===== src/rtl/flash_guard_pkg.sv =====
package flash_guard_pkg;
  typedef enum logic [1:0] {
    ACC_READ  = 2'd0,
    ACC_FETCH = 2'd1,
    ACC_PROG  = 2'd2,
    ACC_ERASE = 2'd3
  } acc_kind_t;

  typedef struct packed {
    logic pe;
    logic rd;
  } blk_rights_t;
endpackage


===== src/rtl/fg_decode.sv =====
module fg_decode #(
  parameter int IDX_W   = 5,
  parameter int NUM_BLK = 32
) (
  input  logic [IDX_W-1:0]            blk_idx,
  input  logic [NUM_BLK-1:0]          pe_en,
  input  logic [NUM_BLK-1:0]          rd_en,
  output flash_guard_pkg::blk_rights_t rights
);
  import flash_guard_pkg::*;

  blk_rights_t table_q [NUM_BLK];

  for (genvar b = 0; b < NUM_BLK; b++) begin : g_blk
    assign table_q[b].pe = pe_en[b];
    assign table_q[b].rd = rd_en[b];
  end

  assign rights = table_q[blk_idx];
endmodule


===== src/rtl/fg_policy.sv =====
module fg_policy (
  input  logic                         acc_valid,
  input  flash_guard_pkg::acc_kind_t   kind,
  input  flash_guard_pkg::blk_rights_t rights,
  output logic                         permit,
  output logic                         prog_stb,
  output logic                         erase_stb,
  output logic                         pass_data,
  output logic                         violation
);
  import flash_guard_pkg::*;

  logic allow;

  always_comb begin
    unique case (kind)
      ACC_READ:  allow = rights.rd;
      ACC_FETCH: allow = 1'b1;
      ACC_PROG:  allow = rights.pe;
      default:   allow = rights.pe;
    endcase
  end

  assign permit    = acc_valid & allow;
  assign violation = acc_valid & ~allow;
  assign prog_stb  = permit & (kind == ACC_PROG);
  assign erase_stb = permit & (kind == ACC_ERASE);
  assign pass_data = permit & ((kind == ACC_READ) | (kind == ACC_FETCH));
endmodule


===== src/rtl/fg_rfilter.sv =====
module fg_rfilter #(
  parameter int DATA_W = 32,
  parameter int LANE_W = 8
) (
  input  logic              pass,
  input  logic [DATA_W-1:0] din,
  output logic [DATA_W-1:0] dout
);
  localparam int LANES = DATA_W / LANE_W;

  for (genvar l = 0; l < LANES; l++) begin : g_lane
    assign dout[l*LANE_W +: LANE_W] = din[l*LANE_W +: LANE_W] & {LANE_W{pass}};
  end
endmodule


===== src/rtl/fg_irq.sv =====
module fg_irq (
  input  logic clk,
  input  logic rst_n,
  input  logic violation,
  input  logic stat_clr,
  input  logic mask_wr,
  input  logic mask_wdata,
  output logic status,
  output logic mask,
  output logic irq
);
  always_ff @(posedge clk or negedge rst_n) begin
    if (!rst_n) begin
      status <= 1'b0;
      mask   <= 1'b0;
    end else begin
      if (violation)     status <= 1'b1;
      else if (stat_clr) status <= 1'b0;
      if (mask_wr)       mask   <= mask_wdata;
    end
  end

  assign irq = status & mask;
endmodule


===== src/rtl/flash_guard.sv =====
module flash_guard #(
  parameter int ADDR_W   = 16,
  parameter int BLK_BITS = 11,
  parameter int DATA_W   = 32,
  localparam int IDX_W   = ADDR_W - BLK_BITS,
  localparam int NUM_BLK = 1 << IDX_W
) (
  input  logic               clk,
  input  logic               rst_n,
  input  logic               acc_valid,
  input  logic [ADDR_W-1:0]  acc_addr,
  input  logic [1:0]         acc_kind,
  input  logic [DATA_W-1:0]  flash_rdata,
  input  logic [NUM_BLK-1:0] pe_en,
  input  logic [NUM_BLK-1:0] rd_en,
  input  logic               stat_clr,
  input  logic               mask_wr,
  input  logic               mask_wdata,
  output logic               acc_permit,
  output logic               prog_stb,
  output logic               erase_stb,
  output logic [DATA_W-1:0]  rd_data,
  output logic               irq_status,
  output logic               irq_mask,
  output logic               irq
);
  import flash_guard_pkg::*;

  blk_rights_t rights;
  acc_kind_t   kind;
  logic        pass_data;
  logic        violation;
  logic        unused_lo;

  assign kind      = acc_kind_t'(acc_kind);
  assign unused_lo = ^acc_addr[BLK_BITS-1:0];

  fg_decode #(.IDX_W(IDX_W), .NUM_BLK(NUM_BLK)) u_dec (
    .blk_idx (acc_addr[ADDR_W-1:BLK_BITS]),
    .pe_en   (pe_en),
    .rd_en   (rd_en),
    .rights  (rights)
  );

  fg_policy u_pol (
    .acc_valid (acc_valid),
    .kind      (kind),
    .rights    (rights),
    .permit    (acc_permit),
    .prog_stb  (prog_stb),
    .erase_stb (erase_stb),
    .pass_data (pass_data),
    .violation (violation)
  );

  fg_rfilter #(.DATA_W(DATA_W)) u_flt (
    .pass (pass_data),
    .din  (flash_rdata),
    .dout (rd_data)
  );

  fg_irq u_irq (
    .clk        (clk),
    .rst_n      (rst_n),
    .violation  (violation),
    .stat_clr   (stat_clr),
    .mask_wr    (mask_wr),
    .mask_wdata (mask_wdata),
    .status     (irq_status),
    .mask       (irq_mask),
    .irq        (irq)
  );
endmodule


===== config.mk =====
export PLATFORM = sky130hd
export DESIGN_NAME = flash_guard
export DESIGN_NICKNAME = d
export VERILOG_FILES = /design/src/rtl/flash_guard_pkg.sv /design/src/rtl/fg_decode.sv /design/src/rtl/fg_policy.sv /design/src/rtl/fg_rfilter.sv /design/src/rtl/fg_irq.sv /design/src/rtl/flash_guard.sv
export SDC_FILE = /design/constraint.sdc
export NUM_CORES = 1
export LEC_CHECK = 0
export BUFFER_PORTS_ARGS = -buffer_cell sky130_fd_sc_hd__buf_2
export CAP_MARGIN = 20
export CELL_PAD_IN_SITES_DETAIL_PLACEMENT = 0
export CELL_PAD_IN_SITES_GLOBAL_PLACEMENT = 1
export CORE_ASPECT_RATIO = 1.2
export CORE_MARGIN = 1.5
export CORE_UTILIZATION = 17
export CTS_CLUSTER_DIAMETER = 120
export DETAILED_ROUTE_END_ITERATION = 12
export MAX_ROUTING_LAYER = met4
export PLACE_DENSITY = 0.89
export SLEW_MARGIN = 10
export SYNTH_ARGS = -nofsm -noshare
export SYNTH_HDL_FRONTEND = slang
export SYNTH_SLANG_ARGS = --single-unit

===== constraint.sdc =====
create_clock -name clk -period 3.5 [get_ports clk]
set_input_delay 0.7 -clock clk [delete_from_list [all_inputs] [get_ports clk]]
set_output_delay 0.7 -clock clk [all_outputs]
set_load 0.05 [all_outputs]

; ---- Word level (Yosys, flattened, before mapping)
; Index checks and enable logic that the tools add are counted.
; W data, S select, Z words.
[totals]
regBits = 2
in_bits = 120
out_inout_bits = 38
ramBits = 0
memories = 0
rom_bits = 0
latch_bits = 0
[classes]
magnitude_cmp = 1
n_eq_ne = 3
n_reduce_logical = 2
bitwise = 13
n_mul = 0
n_mux = 6
n_shift = 0
div = 0
add_sub_neg = 0
[ops]
columns = cell, count
row1 = $and A8 B8 Y8, 4
row2 = $bmux W2 S5, 1
row3 = $and A1 B1 Y1, 6
row4 = $ge A6 B6 Y1 const B, 1
row5 = $not A5 Y6, 1
row6 = $eq A2 B2 Y1 const B, 2
row7 = $mux W2, 2
row8 = $eq A2 B1 Y1 const B, 1
row9 = $logic_not A2 Y1, 1
row10 = $mux W1, 2
row11 = $pmux W1 S2, 1
row12 = $reduce_bool A2 Y1, 1
row13 = $not A1 Y1, 1
row14 = $or A1 B1 Y1, 1

; ---- Longest topological paths before layout
; Gate-level depths: netlist of run 1.
[logic_depth]
depth_word = 8
mapped_depth = 8

; ---- By module
; A second synthesis of run 1 with hierarchy kept.
[hier_totals]
hier_cells = 123
area_unflattened_um2 = 1003.5
[by_module_without_submodules]
columns = mod, instances, cells_each, area_per_inst_um2, seq_area_each_um2
row1 = fg_decode, 1, 72, 610.6, 0.0
row2 = fg_rfilter, 1, 35, 255.2, 0.0
row3 = fg_irq, 1, 6, 82.6, 50.0
row4 = fg_policy, 1, 10, 55.1, 0.0

; ---- Worst setup path after synthesis of run 1
; Ideal clock, no wire load.
[synth_timing]
kind = input-to-output
start = input port acc_addr[12]
end = output port erase_stb
arrival_ps = 2929
required_ps = 2800
slack_ps = -129
path_stages = 8
cell_sequence = buf_2 -> buf_4 -> buf_2 -> mux2i_1 -> a22oi_1 -> nand3_1 -> a41o_1 -> nor3_1
[synth_via]
elab_chain_len = 7
[synth_lines]
columns = item, line_no
row1 = "start, declared", flash_guard.sv:11  ; input logic [ADDR_W-1:0] acc_addr,
row2 = $not A5 Y6 (not written as such), fg_decode.sv:19  ; assign rights = table_q[blk_idx];
row3 = $bmux W2 S5, fg_decode.sv:19
row4 = $mux W2 (not written as such) (2 in series), fg_decode.sv:19
row5 = $pmux W1 S2, fg_policy.sv:16  ; unique case (kind)
row6 = $and A1 B1 Y1, fg_policy.sv:24  ; assign permit = acc_valid & allow;
row7 = $and A1 B1 Y1, fg_policy.sv:27  ; assign erase_stb = permit & (kind == ACC_ERASE);
row8 = "end, declared", flash_guard.sv:21  ; output logic erase_stb,
; No other way between the ends. The select of a mux whose other input is x is not followed.

; ---- Worst setup path after layout of run 1
[layout_timing]
start = input port acc_addr[11]
end = output port rd_data[6]
[layout_via]
elab_chain_len = 8
[layout_lines]
columns = item, line_no
row1 = $not A5 Y6 (not written as such), fg_decode.sv:19
row2 = $bmux W2 S5, fg_decode.sv:19
row3 = $mux W2 (not written as such) (2 in series), fg_decode.sv:19
row4 = $pmux W1 S2, fg_policy.sv:16
row5 = $and A1 B1 Y1, fg_policy.sv:24
row6 = $and A1 B1 Y1, fg_policy.sv:28  ; assign pass_data = permit & ((kind == ACC_READ) | (kind == ACC_FETCH));
row7 = $and A8 B8 Y8, fg_rfilter.sv:12  ; assign dout[l*LANE_W +: LANE_W] = din[l*LANE_W +: LANE_W] & {LANE_W{pass}};
row8 = "end, declared", flash_guard.sv:22  ; output logic [DATA_W-1:0] rd_data,
; No other way between the ends. The select of a mux whose other input is x is not followed.

==> results of run 1 <==
==> critical path: stages <==
cell and delay, ps:
sky130_fd_sc_hd__buf_2 170, sky130_fd_sc_hd__buf_4 190, sky130_fd_sc_hd__mux4_2 330, sky130_fd_sc_hd__mux2i_1 80, sky130_fd_sc_hd__or2_4 260, sky130_fd_sc_hd__a221oi_4 290, sky130_fd_sc_hd__buf_12 190, sky130_fd_sc_hd__and2_1 130
sky130_fd_sc_hd__buf_2 250
==> flip-flops by register name, indices dropped and copies added (netlist names) <==
signal and flops:
u_irq.status 1, u_irq.mask 1
==> cells by family after synthesis <==
| family | Yosys count | synth area share, % |
|---|---|---|
| compound gates | 17 | 13.7 |
| flops | 2 | 4.85 |
| simple gates | 65 | 36.2 |
| buf+inv | 12 | 9.59 |
| mux | 29 | 35.7 |
==> area by class of cell <==
type | instances | share of cell area [%]
multi-input combinational | 111 | 47.7
inverter | 3 | 0.609
clock buffer | 3 | 2.23
sequential | 2 | 2.70
timing repair buffer | 149 | 41.4
tap | 80 | 5.41
==> report_power, final <==
part | switching (W) | internal [W]
Sequential | 0.00000181 | 0.0000263
Combinational | 0.000154 | 0.000109
Clock | 0.0000152 | 0.0000725
==> worst max-delay path by stage <==
stage                        endpoint  slack (ps)  depth (start not counted)
final                      rd_data[6]         200                          9
after global routing       rd_data[2]          40                          8
after CTS                 rd_data[21]         160                          9
after detailed placement  rd_data[21]         160                          9
after global placement    rd_data[27]         180                          9
after floorplan             erase_stb        -130                          8
==> through the flow <==
| stage | cell area (sq um) | total power [W] | hold WS (ps) |
|---|---|---|---|
| 5_1_grt | 1850 | 0.000406 | 270 |
| 3_3_place_gp | 1810 | 0.000290 | 488 |
| 2_1_floorplan | 1030 | 0.000202 | 404 |
| 4_1_cts | 1850 | 0.000385 | 273 |
| 3_5_place_dp | 1810 | 0.000294 | 488 |
| 6_report | 1850 | 0.000378 | 276 |
==> cell usage in the layout, fill, tap and decap left out, types with 4 or more instances in the layout <==
master / Yosys / routed
sky130_fd_sc_hd__buf_2: 3 / 146
sky130_fd_sc_hd__and2_1: 34 / 34
sky130_fd_sc_hd__mux2i_1: 21 / 21
sky130_fd_sc_hd__nand2_1: 9 / 9
sky130_fd_sc_hd__nand3_1: 7 / 7
sky130_fd_sc_hd__mux4_2: 6 / 6
sky130_fd_sc_hd__a22oi_1: 5 / 5
sky130_fd_sc_hd__nand2b_1: 5 / 5
sky130_fd_sc_hd__a21oi_1: 4 / 4
==> per-layer routing <==
metal,vias up,global-route usage (%),wire length [microns]
li1,738,-,-
met1,627,11.6,1450
met2,80,20.8,2080
met3,2,0.797,308
met4,0,2.69,14
met5,-,-,0
==> results.md, run 1 <==
* Final hold violation count at 0
* Slew Limit Headroom at around three quarters
* Post_cts resized at 0
* Per-instance average area after synthesis at 8.25 sq um
* H-tree depth reported by CTS at 1
* Worst clock skew on the final layout at 0 ps
* I/O pin count at 158
* Largest area contributor in the synthesized netlist: sky130_fd_sc_hd__and2_1
* Clock insertion delay at the later pin of the skew report at roughly 200 ps
* Predominant post-synthesis flop cell: sky130_fd_sc_hd__dfrtp_1
* P&R area growth vs syn at 79.5%
* Highest Clock Rate at 303 MHz
* Maximum number of pins on one net before global-route repair at 33
* Required @ worst endpoint at ~2800 ps
* Number of enable-type register cells in the synthesized netlist at 0
* Multi-input combinational cell area at around 900 sq um
* Synthesized area at slightly above 0.001 sq mm
* Final setup violation count at 0
* Crit Path Max Fanout at 32
* Type of element capturing the critical path: primary output
* Seq/Total Area, Yosys at 4.85%
* Clock-pin slew of the registers on the worst-case setup and hold paths at around 30 ps
* # placed instances at between 300 and 400
* Pre-CTS setup slack at 157 ps
* Global-route wire length before repair at between 5 and 6 mm
* Proportion of register bits with asynchronous set or reset after synthesis at between 90% and 100%
* Net count of the finished layout at 390
* Fin util at between 30% and 40%
* Lkg Pwr at around 1.1 nW
* Post-synthesis net count at about 250
* Number of placement rows at 30
* CP Data Arrival Time at around 2600 ps
* Most frequent cells after synthesis: 34 x sky130_fd_sc_hd__and2_1, 21 x sky130_fd_sc_hd__mux2i_1, 9 x sky130_fd_sc_hd__nand2_1, 7 x sky130_fd_sc_hd__nand3_1, 6 x sky130_fd_sc_hd__mux4_2
* Initial Util at 18.0%
* Total number of yosys warnings at 0
* Vias per inst at around 4.2
* Number of flip-flops and latches in the synthesized netlist at 2
* CTS hold repair buffers at 0
* Max VDD drop at a little under 0.09 mV
* Total die area at 0.00654 sq mm
* Outcome: completed
* Setup TNS after final layout at 0 ps
* Maximum count of clock buffers along a single path at 2
* Die span in y at around 88 microns
* Pwr per Cell Area at ~200 mW/mm^2
* CTS tree: yes
* Leading post-synthesis cells by cell area: sky130_fd_sc_hd__and2_1 21%, sky130_fd_sc_hd__mux2i_1 20%, sky130_fd_sc_hd__mux4_2 13%, sky130_fd_sc_hd__dfrtp_1 4.9%, sky130_fd_sc_hd__buf_6 4.4%
* Antenna cells at 0
* Combined global-route utilization of all metal layers at between 10% and 20%
* Clock buffer count from CTS at 3
* Clock root buffer: sky130_fd_sc_hd__clkbuf_8
* Via count of the first global-routing pass at approximately 1,400
* Measured slew at the worst slew-check pin at approximately 340 ps
* Clock sink count at 2
* Setup repair after global routing missed its margin: false
* Post-CTS Setup Bufs at 0
* Reg-to-reg endpoint: u_irq.mask
* Placer Congestion at approximately 0.85
* Number of antenna violations at the first check in global routing at 0
* Launching instance or port of the critical path: acc_addr[11]
* Register-to-register setup slack at approximately 2800 ps
* # DRC at 0
* DRC violation total after the first TritonRoute iteration at 30
* Filler cell count at just over 600
* Chip Width at roughly 74 microns
* Instance count of the mapped netlist at between 100 and 150
* Area of the core at ~0.0057 sq mm
* Seq. cell area at around 50 sq um
* Max-capacitance violation count at 0
* Vias after detailed routing at 1,447
* Unique cell type count in the Yosys netlist at 28
* Number of input and output port buffers inserted at about 150
* Routed WL at approximately 3.9 mm
* DPL Wire Length at between 3 and 4 mm
* Top-area cell type share of the netlist area at 20.6%
* Wire length per cell at 11.1 microns
* Overflow left after global routing at 0
* Number of slew-limit violations in the final report at 0
* Fin cells at roughly 350
* Reg-to-reg critical path startpoint: u_irq.mask
* Reg2reg path depth at 1
* Kind of start point of the critical path: input pin
* Residual antenna-violating net count after detailed routing at 0
* Hold crit path type: input pin to asynchronous set/reset pin
* Cell with the most instances after synthesis: sky130_fd_sc_hd__and2_1
* Time the final worst path needs with I/O delays and setup at between 3000 and 4000 ps
* Final period util at between 90% and 100%
* Router iterations before antenna repair at 4
* Ratio of cells with drive above 1 in the final layout at 60.4%
* Setup Crit Path Kind: input pin to primary output
* Post-route setup slack at between 150 and 200 ps
No activity file was read; power rests on OpenSTA's default activity.
==> run 2: changes to the inputs <==
BUFFER_PORTS_ARGS = -buffer_cell sky130_fd_sc_hd__clkbuf_2   (was -buffer_cell sky130_fd_sc_hd__buf_2)
SLEW_MARGIN = unset   (was 10)
==> run 2 against run 1 <==
Cell area rose by 7.6%. Non-clock buffer count rose by 3. Sequential power rose by 1%. Final cell count rose by 1.1%. Combinational power rose by 7.6%. Clock skew did not move. Global-route usage rose by 1.1 points. Register-to-register slack got worse by 30 ps. First-iteration DRC count fell by 23%. Total power rose by 5.7%. Sequential cell count did not move. Sequential share of layout area fell by 0.19 points. Largest cell class unchanged.
==> results.md, run 2 (same netlist as run 1, synthesis figures left out) <==
* Total cell area at the placement stage at 0.00185 sq mm (was 0.00181 sq mm)
* Final hold violation count at 0 (unchanged)
* Max-capacitance violation count at 0 (unchanged)
* Vias after detailed routing at 1,451 (was 1,447)
* Final period util at 95.7% (was 94.3%)
* Global-route wire length before repair at 5.95 mm (was 5.51 mm)
* Maximum number of pins on one net before global-route repair at 17 (was 33)
* CTS tree: yes (unchanged)
* Net count of the finished layout at 394 (was 390)
* P&R area growth vs syn at 93.1% (was 79.5%)
* Setup Crit Path Kind: input pin to primary output (unchanged)
* Reg2reg path depth at 1 (unchanged)
* Part of the power in combinational logic at 70.6% (was 69.4%)
* # DRC at 0 (unchanged)
* Cell with the largest stage delay on the worst path: sky130_fd_sc_hd__mux4_2 (unchanged)
* Pre-CTS setup slack at -212 ps (was 157 ps)
* Seq. cell area at 50.0 sq um (unchanged)
* CP Data Arrival Time at 2650 ps (was 2600 ps)
* DPL Wire Length at 3.51 mm (was 3.45 mm)
* Final setup violation count at 0 (unchanged)
* Most frequent cells in the layout: 142 x sky130_fd_sc_hd__clkbuf_2, 34 x sky130_fd_sc_hd__and2_1, 21 x sky130_fd_sc_hd__mux2i_1, 9 x sky130_fd_sc_hd__nand2_1, 7 x sky130_fd_sc_hd__nand3_1 (was 146 x sky130_fd_sc_hd__buf_2, 34 x sky130_fd_sc_hd__and2_1, 21 x sky130_fd_sc_hd__mux2i_1, 9 x sky130_fd_sc_hd__nand2_1, 7 x sky130_fd_sc_hd__nand3_1)
* Pwr per Cell Area at 201 mW/mm^2 (was 204 mW/mm^2)
* Total die area at 0.00654 sq mm (unchanged)
* Type of element capturing the critical path: primary output (unchanged)
* Switching share of total power at 45.4% (was 45.1%)
* Cell-by-cell listing of the critical path: buf_2 > mux4_2 > mux2_2 > nand2_1 > a221oi_4 > buf_12 > and2_1 > clkbuf_2 (was buf_2 > buf_4 > mux4_2 > mux2i_1 > or2_4 > a221oi_4 > buf_12 > and2_1 > buf_2)
* Clock sink count at 2 (unchanged)
* Count of buffering cells on the critical path with inverters included at 3 (was 4)
* Clock insertion delay at the later pin of the skew report at 200 ps (about the same)
* Vias per inst at 4.12 (was 4.16)
* Number of slew-limit violations in the final report at 0 (unchanged)
* Time the final worst path needs with I/O delays and setup at 3350 ps (was 3300 ps)
* Filler cell count at 631 (was 622)
* Overflow left after global routing at 0 (unchanged)
* Clock buffer count from CTS at 3 (unchanged)
* Crit Path Max Fanout at 16 (was 32)
* DRC violation total after the first TritonRoute iteration at 23 (was 30)
* I/O pin count at 158 (unchanged)
* Die span in y at 88.3 microns (unchanged)
* Top delay family on crit path: multiplexers (was buffers and inverters)
* Hold crit path type: input pin to asynchronous set/reset pin (unchanged)
* Chip Width at 74.1 microns (unchanged)
* Register-to-register setup slack at 2730 ps (was 2760 ps)
* Multi-input combinational cell area at 942 sq um (was 882 sq um)
* Clock-pin slew of the registers on the worst-case setup and hold paths at 30 ps (about the same)
* Antenna cells at 0 (unchanged)
* Max VDD drop at 0.0762 mV (was 0.0887 mV)
* Fin util at 34.7% (was 32.2%)
* H-tree depth reported by CTS at 1 (unchanged)
* Number of cells on the critical path at 8 (was 9)
* Router iterations before antenna repair at 3 (was 4)
* Post-layout instance area at 0.00199 sq mm (was 0.00185 sq mm)
* Part of the power in registers at 7.1% (was 7.4%)
* Post-route setup slack at 149 ps (was 198 ps)
* Required @ worst endpoint at 2800 ps (about the same)
* Ratio of cells with drive above 1 in the final layout at 61.8% (was 60.4%)
* Registers with the most flip-flops: u_irq.mask: 1 flops, u_irq.status: 1 flops (unchanged)
* Highest Clock Rate at 298 MHz (was 303 MHz)
* Maximum count of clock buffers along a single path at 2 (unchanged)
* Via count of the first global-routing pass at 1,392 (was 1,379)
* Net switching power figure at 0.000182 W (was 0.000171 W)
* Setup repair after global routing missed its margin: false (unchanged)
* Combined global-route utilization of all metal layers at 11.9% (was 10.8%)
* Most frequent standard cell in the layout excluding fill and tap cells: sky130_fd_sc_hd__clkbuf_2 (was sky130_fd_sc_hd__buf_2)
* Residual antenna-violating net count after detailed routing at 0 (unchanged)
* Area of the core at 0.00574 sq mm (unchanged)
* P_int at 0.000219 W (was 0.000208 W)
* Kind of start point of the critical path: input pin (unchanged)
* Number of antenna violations at the first check in global routing at 0 (unchanged)
* Placer Congestion at 0.830 (was 0.849)
* Routed WL at 4.17 mm (was 3.86 mm)
* Number of input and output port buffers inserted at 146 (unchanged)
* Lkg Pwr at 1.11 nW (was 1.07 nW)
* Biggest cell delay along the critical path at 530 ps (was 330 ps)
* Measured slew at the worst slew-check pin at 310 ps (was 345 ps)
* Wire length per cell at 11.8 microns (was 11.1 microns)
* Worst clock skew on the final layout at 0 ps (unchanged)
* Number of placement rows at 30 (unchanged)
* Initial Util at 18.0% (unchanged)
* Outcome: completed (unchanged)
* Slew Limit Headroom at 79.3% (was 76.7%)
* Clock Power Share at 22.2% (was 23.2%)
* Clock root buffer: sky130_fd_sc_hd__clkbuf_8 (unchanged)
run 2: cell types whose count changed in the layout (fill, tap and decap cells not counted):
cell,before,now
sky130_fd_sc_hd__a221oi_4,1,2
sky130_fd_sc_hd__a31oi_1,2,1
sky130_fd_sc_hd__a31oi_4,0,1
sky130_fd_sc_hd__a41oi_1,1,0
sky130_fd_sc_hd__a41oi_4,0,1
sky130_fd_sc_hd__buf_12,1,5
sky130_fd_sc_hd__buf_2,146,1
sky130_fd_sc_hd__buf_4,2,4
sky130_fd_sc_hd__clkbuf_2,0,142
run 2: timing repair:
| item | in CTS | in global routing |
|---|---|---|
| buffers inserted | 1 | 1 |
| endpoints found under the setup margin | 32 | 32 |
| cloned | 1 | 0 |
| pin swaps | 1 | 1 |
| resized for setup | 3 | 3 |
| hold endpoints to repair | 0 | 0 |
| hold buffers | 0 | 0 |
run 2: power by group through the flow:
stage | clock, W | combinational, W | sequential [W]
6_report | 0.0000890 | 0.000283 | 0.0000285
3_3_place_gp | 0 | 0.000266 | 0.0000282
2_1_floorplan | 0 | 0.000164 | 0.0000389
4_1_cts | 0.0000916 | 0.000282 | 0.0000283
3_5_place_dp | 0 | 0.000270 | 0.0000286
5_1_grt | 0.0000933 | 0.000305 | 0.0000287
run 2: metal layers:
layer  track usage (%)  up-vias  wire (microns)
li1                  -      753               -
met5                 -        -               0
met3              1.03        2             296
met4              1.52        0              19
met2              23.2       74            2290
met1              13.2      622            1560
run 2: final timing paths:
kind / endpoint / start
max in group asynchronous: u_irq.mask / rst_n
hold reg to reg: u_irq.mask / u_irq.mask
min in group clk: u_irq.mask / u_irq.mask
setup reg to reg: u_irq.mask / u_irq.mask
setup / recovery: rd_data[1] / acc_addr[11]
hold / removal: u_irq.status / rst_n
run 2: final cells by class:
type | count | area share, %
Multi-Input combinational cell | 112 | 47.3
Timing Repair Buffer | 152 | 42.5
Tap cell | 80 | 5.03
Sequential cell | 2 | 2.51
Clock buffer | 3 | 2.07
Inverter | 3 | 0.566
run 2: stage by stage:
| step | std cells | total power (W) | hold WS [ps] | setup TNS, ps |
|---|---|---|---|---|
| final | 352 | 0.000400 | 273 | 0 |
| after global routing | 352 | 0.000427 | 277 | 0 |
| after CTS | 351 | 0.000402 | 272 | 0 |
| after detailed placement | 346 | 0.000299 | 491 | -6150 |
| after global placement | 346 | 0.000294 | 489 | -2390 |
| after floorplan | 125 | 0.000202 | 404 | -257 |
==> run 3: changes to the inputs <==
MAX_ROUTING_LAYER = unset   (was met4)
REMOVE_ABC_BUFFERS = 1   (was unset)
==> run 3 against run 2 <==
Worst hold slack got worse by 1.6 ps. Cell area about the same. Setup slack got worse by 43 ps. Fmax decreased by 1.3%. Die area unchanged. Core utilization about the same. Combinational power about the same. Clock skew unchanged. Register-to-register slack improved by 20 ps. Wire length increased by 4.8%. Critical path type unchanged. Critical endpoint is now rd_data[26]. Largest power group unchanged.
==> results.md, run 3 (same netlist as run 1, synthesis figures left out) <==
* Setup repair after global routing missed its margin: false (unchanged)
* Initial Util at 18.0% (unchanged)
* Routed WL at 4.37 mm (was 4.17 mm)
* Critical Path Most Common Cell: sky130_fd_sc_hd__clkbuf_2
* Die span in y at 88.3 microns (unchanged)
* Combined global-route utilization of all metal layers at 12.7% (was 11.9%)
* Via count of the first global-routing pass at 1,394 (was 1,392)
* Net count of the finished layout at 397 (was 394)
* Residual antenna-violating net count after detailed routing at 0 (unchanged)
* Hold crit path type: input pin to asynchronous set/reset pin (unchanged)
* Crit Path Max Fanout at 14 (was 16)
* Clock-pin slew of the registers on the worst-case setup and hold paths at 30 ps (about the same)
* # DRC at 0 (unchanged)
* Global-route wire length before repair at 6.29 mm (was 5.95 mm)
* Total die area at 0.00654 sq mm (unchanged)
* Slew Limit Headroom at 71.7% (was 79.3%)
* Maximum number of pins on one net before global-route repair at 17 (unchanged)
* Fin util at 34.7% (about the same)
* Pwr per Cell Area at 202 mW/mm^2 (was 201 mW/mm^2)
* Registers with the most flip-flops: u_irq.mask: 1 flops, u_irq.status: 1 flops (unchanged)
* Maximum count of clock buffers along a single path at 2 (unchanged)
* P&R area growth vs syn at 93.2% (was 93.1%)
* Number of slew-limit violations in the final report at 0 (unchanged)
* Number of input and output port buffers inserted at 146 (unchanged)
* H-tree depth reported by CTS at 1 (unchanged)
* Number of placement rows at 30 (unchanged)
* Max VDD drop at 0.132 mV (was 0.0762 mV)
* Biggest cell delay along the critical path at 520 ps (was 530 ps)
* Max-capacitance violation count at 0 (unchanged)
* Setup Crit Path Kind: input pin to primary output (unchanged)
* Required @ worst endpoint at 2800 ps (about the same)
* Highest Clock Rate at 295 MHz (was 298 MHz)
* CTS tree: yes (unchanged)
* Placer Congestion at 0.766 (was 0.830)
* Clock root buffer: sky130_fd_sc_hd__clkbuf_8 (unchanged)
* Kind of start point of the critical path: input pin (unchanged)
* Clock buffer count from CTS at 3 (unchanged)
* Chip Width at 74.1 microns (unchanged)
* CTS hold repair buffers at 0 (unchanged)
* Cell-by-cell listing of the critical path: clkbuf_2 > buf_12 > mux4_2 > nand2b_1 > a31oi_2 > a221oi_4 > buf_4 > and2_1 > clkbuf_2 (was buf_2 > mux4_2 > mux2_2 > nand2_1 > a221oi_4 > buf_12 > and2_1 > clkbuf_2)
* CP Data Arrival Time at 2690 ps (was 2650 ps)
* Clock sink count at 2 (unchanged)
* Count of buffering cells on the critical path with inverters included at 4 (was 3)
* Lkg Pwr at 1.12 nW (was 1.11 nW)
* Ratio of cells with drive above 1 in the final layout at 62.2% (was 61.8%)
* Top delay family on crit path: buffers and inverters (was multiplexers)
* Final period util at 97.0% (was 95.7%)
* I/O pin count at 158 (unchanged)
* Post-route worst hold slack at 272 ps (was 273 ps)
* Measured slew at the worst slew-check pin at 424 ps (was 310 ps)
* Outcome: completed (unchanged)
* Most frequent standard cell in the layout excluding fill and tap cells: sky130_fd_sc_hd__clkbuf_2 (unchanged)
* Most frequent cells in the layout: 143 x sky130_fd_sc_hd__clkbuf_2, 34 x sky130_fd_sc_hd__and2_1, 21 x sky130_fd_sc_hd__mux2i_1, 9 x sky130_fd_sc_hd__nand2_1, 8 x sky130_fd_sc_hd__buf_4 (was 142 x sky130_fd_sc_hd__clkbuf_2, 34 x sky130_fd_sc_hd__and2_1, 21 x sky130_fd_sc_hd__mux2i_1, 9 x sky130_fd_sc_hd__nand2_1, 7 x sky130_fd_sc_hd__nand3_1)
* Overflow left after global routing at 0 (unchanged)
* Number of antenna violations at the first check in global routing at 1 (was 0)
* Time the final worst path needs with I/O delays and setup at 3390 ps (was 3350 ps)
* Area of the core at 0.00574 sq mm (unchanged)
* Worst clock skew on the final layout at 0 ps (unchanged)
* Final setup violation count at 0 (unchanged)
* DRC violation total after the first TritonRoute iteration at 15 (was 23)
* Wire length per cell at 12.3 microns (was 11.8 microns)
* Router iterations before antenna repair at 4 (was 3)
* Cell with the largest stage delay on the worst path: sky130_fd_sc_hd__mux4_2 (unchanged)
* Type of element capturing the critical path: primary output (unchanged)
* Antenna cells at 0 (unchanged)
* DPL Wire Length at 3.60 mm (was 3.51 mm)
* Vias per inst at 4.33 (was 4.12)
* Vias after detailed routing at 1,536 (was 1,451)
* Final hold violation count at 0 (unchanged)
* Clock insertion delay at the later pin of the skew report at 210 ps (was 200 ps)
[run 3: changes by cell type in the layout (fill, tap and decap cells not counted)]
cell | previous run | this run
sky130_fd_sc_hd__buf_12 | 5 | 4
sky130_fd_sc_hd__clkbuf_2 | 142 | 143
sky130_fd_sc_hd__buf_4 | 4 | 8
sky130_fd_sc_hd__a31oi_2 | 0 | 1
sky130_fd_sc_hd__buf_2 | 1 | 0
sky130_fd_sc_hd__a31oi_4 | 1 | 0
[run 3: final timing paths]
check | slack (ps) | cells past startpoint | to | from
max | 110 | 9 | rd_data[26] | acc_addr[11]
min | 270 | 1 | u_irq.status | rst_n
max reg2reg | 2750 | 1 | u_irq.mask | u_irq.mask
min reg2reg | 520 | 1 | u_irq.mask | u_irq.mask
max in group asynchronous | 3130 | 1 | u_irq.mask | rst_n
min in group clk | 520 | 1 | u_irq.mask | u_irq.mask
[run 3: report_power, final]
group          internal (W)  total (W)  switching [W]
clock             0.0000726  0.0000891      0.0000165
sequential        0.0000263  0.0000284     0.00000203
combinational      0.000120   0.000284       0.000165
total              0.000219   0.000402       0.000183
[run 3: per-layer routing]
metal / GRT usage, % / vias up / routed length, microns
met5: 0 / - / 0
met1: 14.2 / 673 / 1650
met3: 1.71 / 8 / 405
li1: - / 756 / -
met4: 4.04 / 0 / 76
met2: 24.1 / 99 / 2240
[run 3: cell type report]
type | instances | area, sq um
Multi-Input combinational cell | 112 | 933
Inverter | 3 | 11.3
Fill cell | 618 | 3750
Sequential cell | 2 | 50.0
Clock buffer | 3 | 41.3
Timing Repair Buffer | 155 | 856
Tap cell | 80 | 100
[run 3: timing repair]
| action | CTS | global route |
|---|---|---|
| gates resized for setup | 3 | 1 |
| setup endpoints to repair | 32 | 29 |
| buffers inserted | 2 | 2 |
| pin swaps | 1 | 1 |
| gates cloned | 1 | 0 |
[run 3: per-stage QoR]
| stage | cells | setup slack [ps] | cell area (sq um) | total power [W] | TNS [ps] |
|---|---|---|---|---|---|
| 2_1_floorplan | 116 | 322 | 943 | 0.000184 | 0 |
| 3_3_place_gp | 347 | -78.6 | 1870 | 0.000298 | -1470 |
| 3_5_place_dp | 347 | -124 | 1870 | 0.000302 | -2840 |
| 4_1_cts | 353 | 59.5 | 1970 | 0.000405 | 0 |
| 5_1_grt | 355 | 2.58 | 1990 | 0.000431 | 0 |
| 6_report | 355 | 106 | 1990 | 0.000402 | 0 |
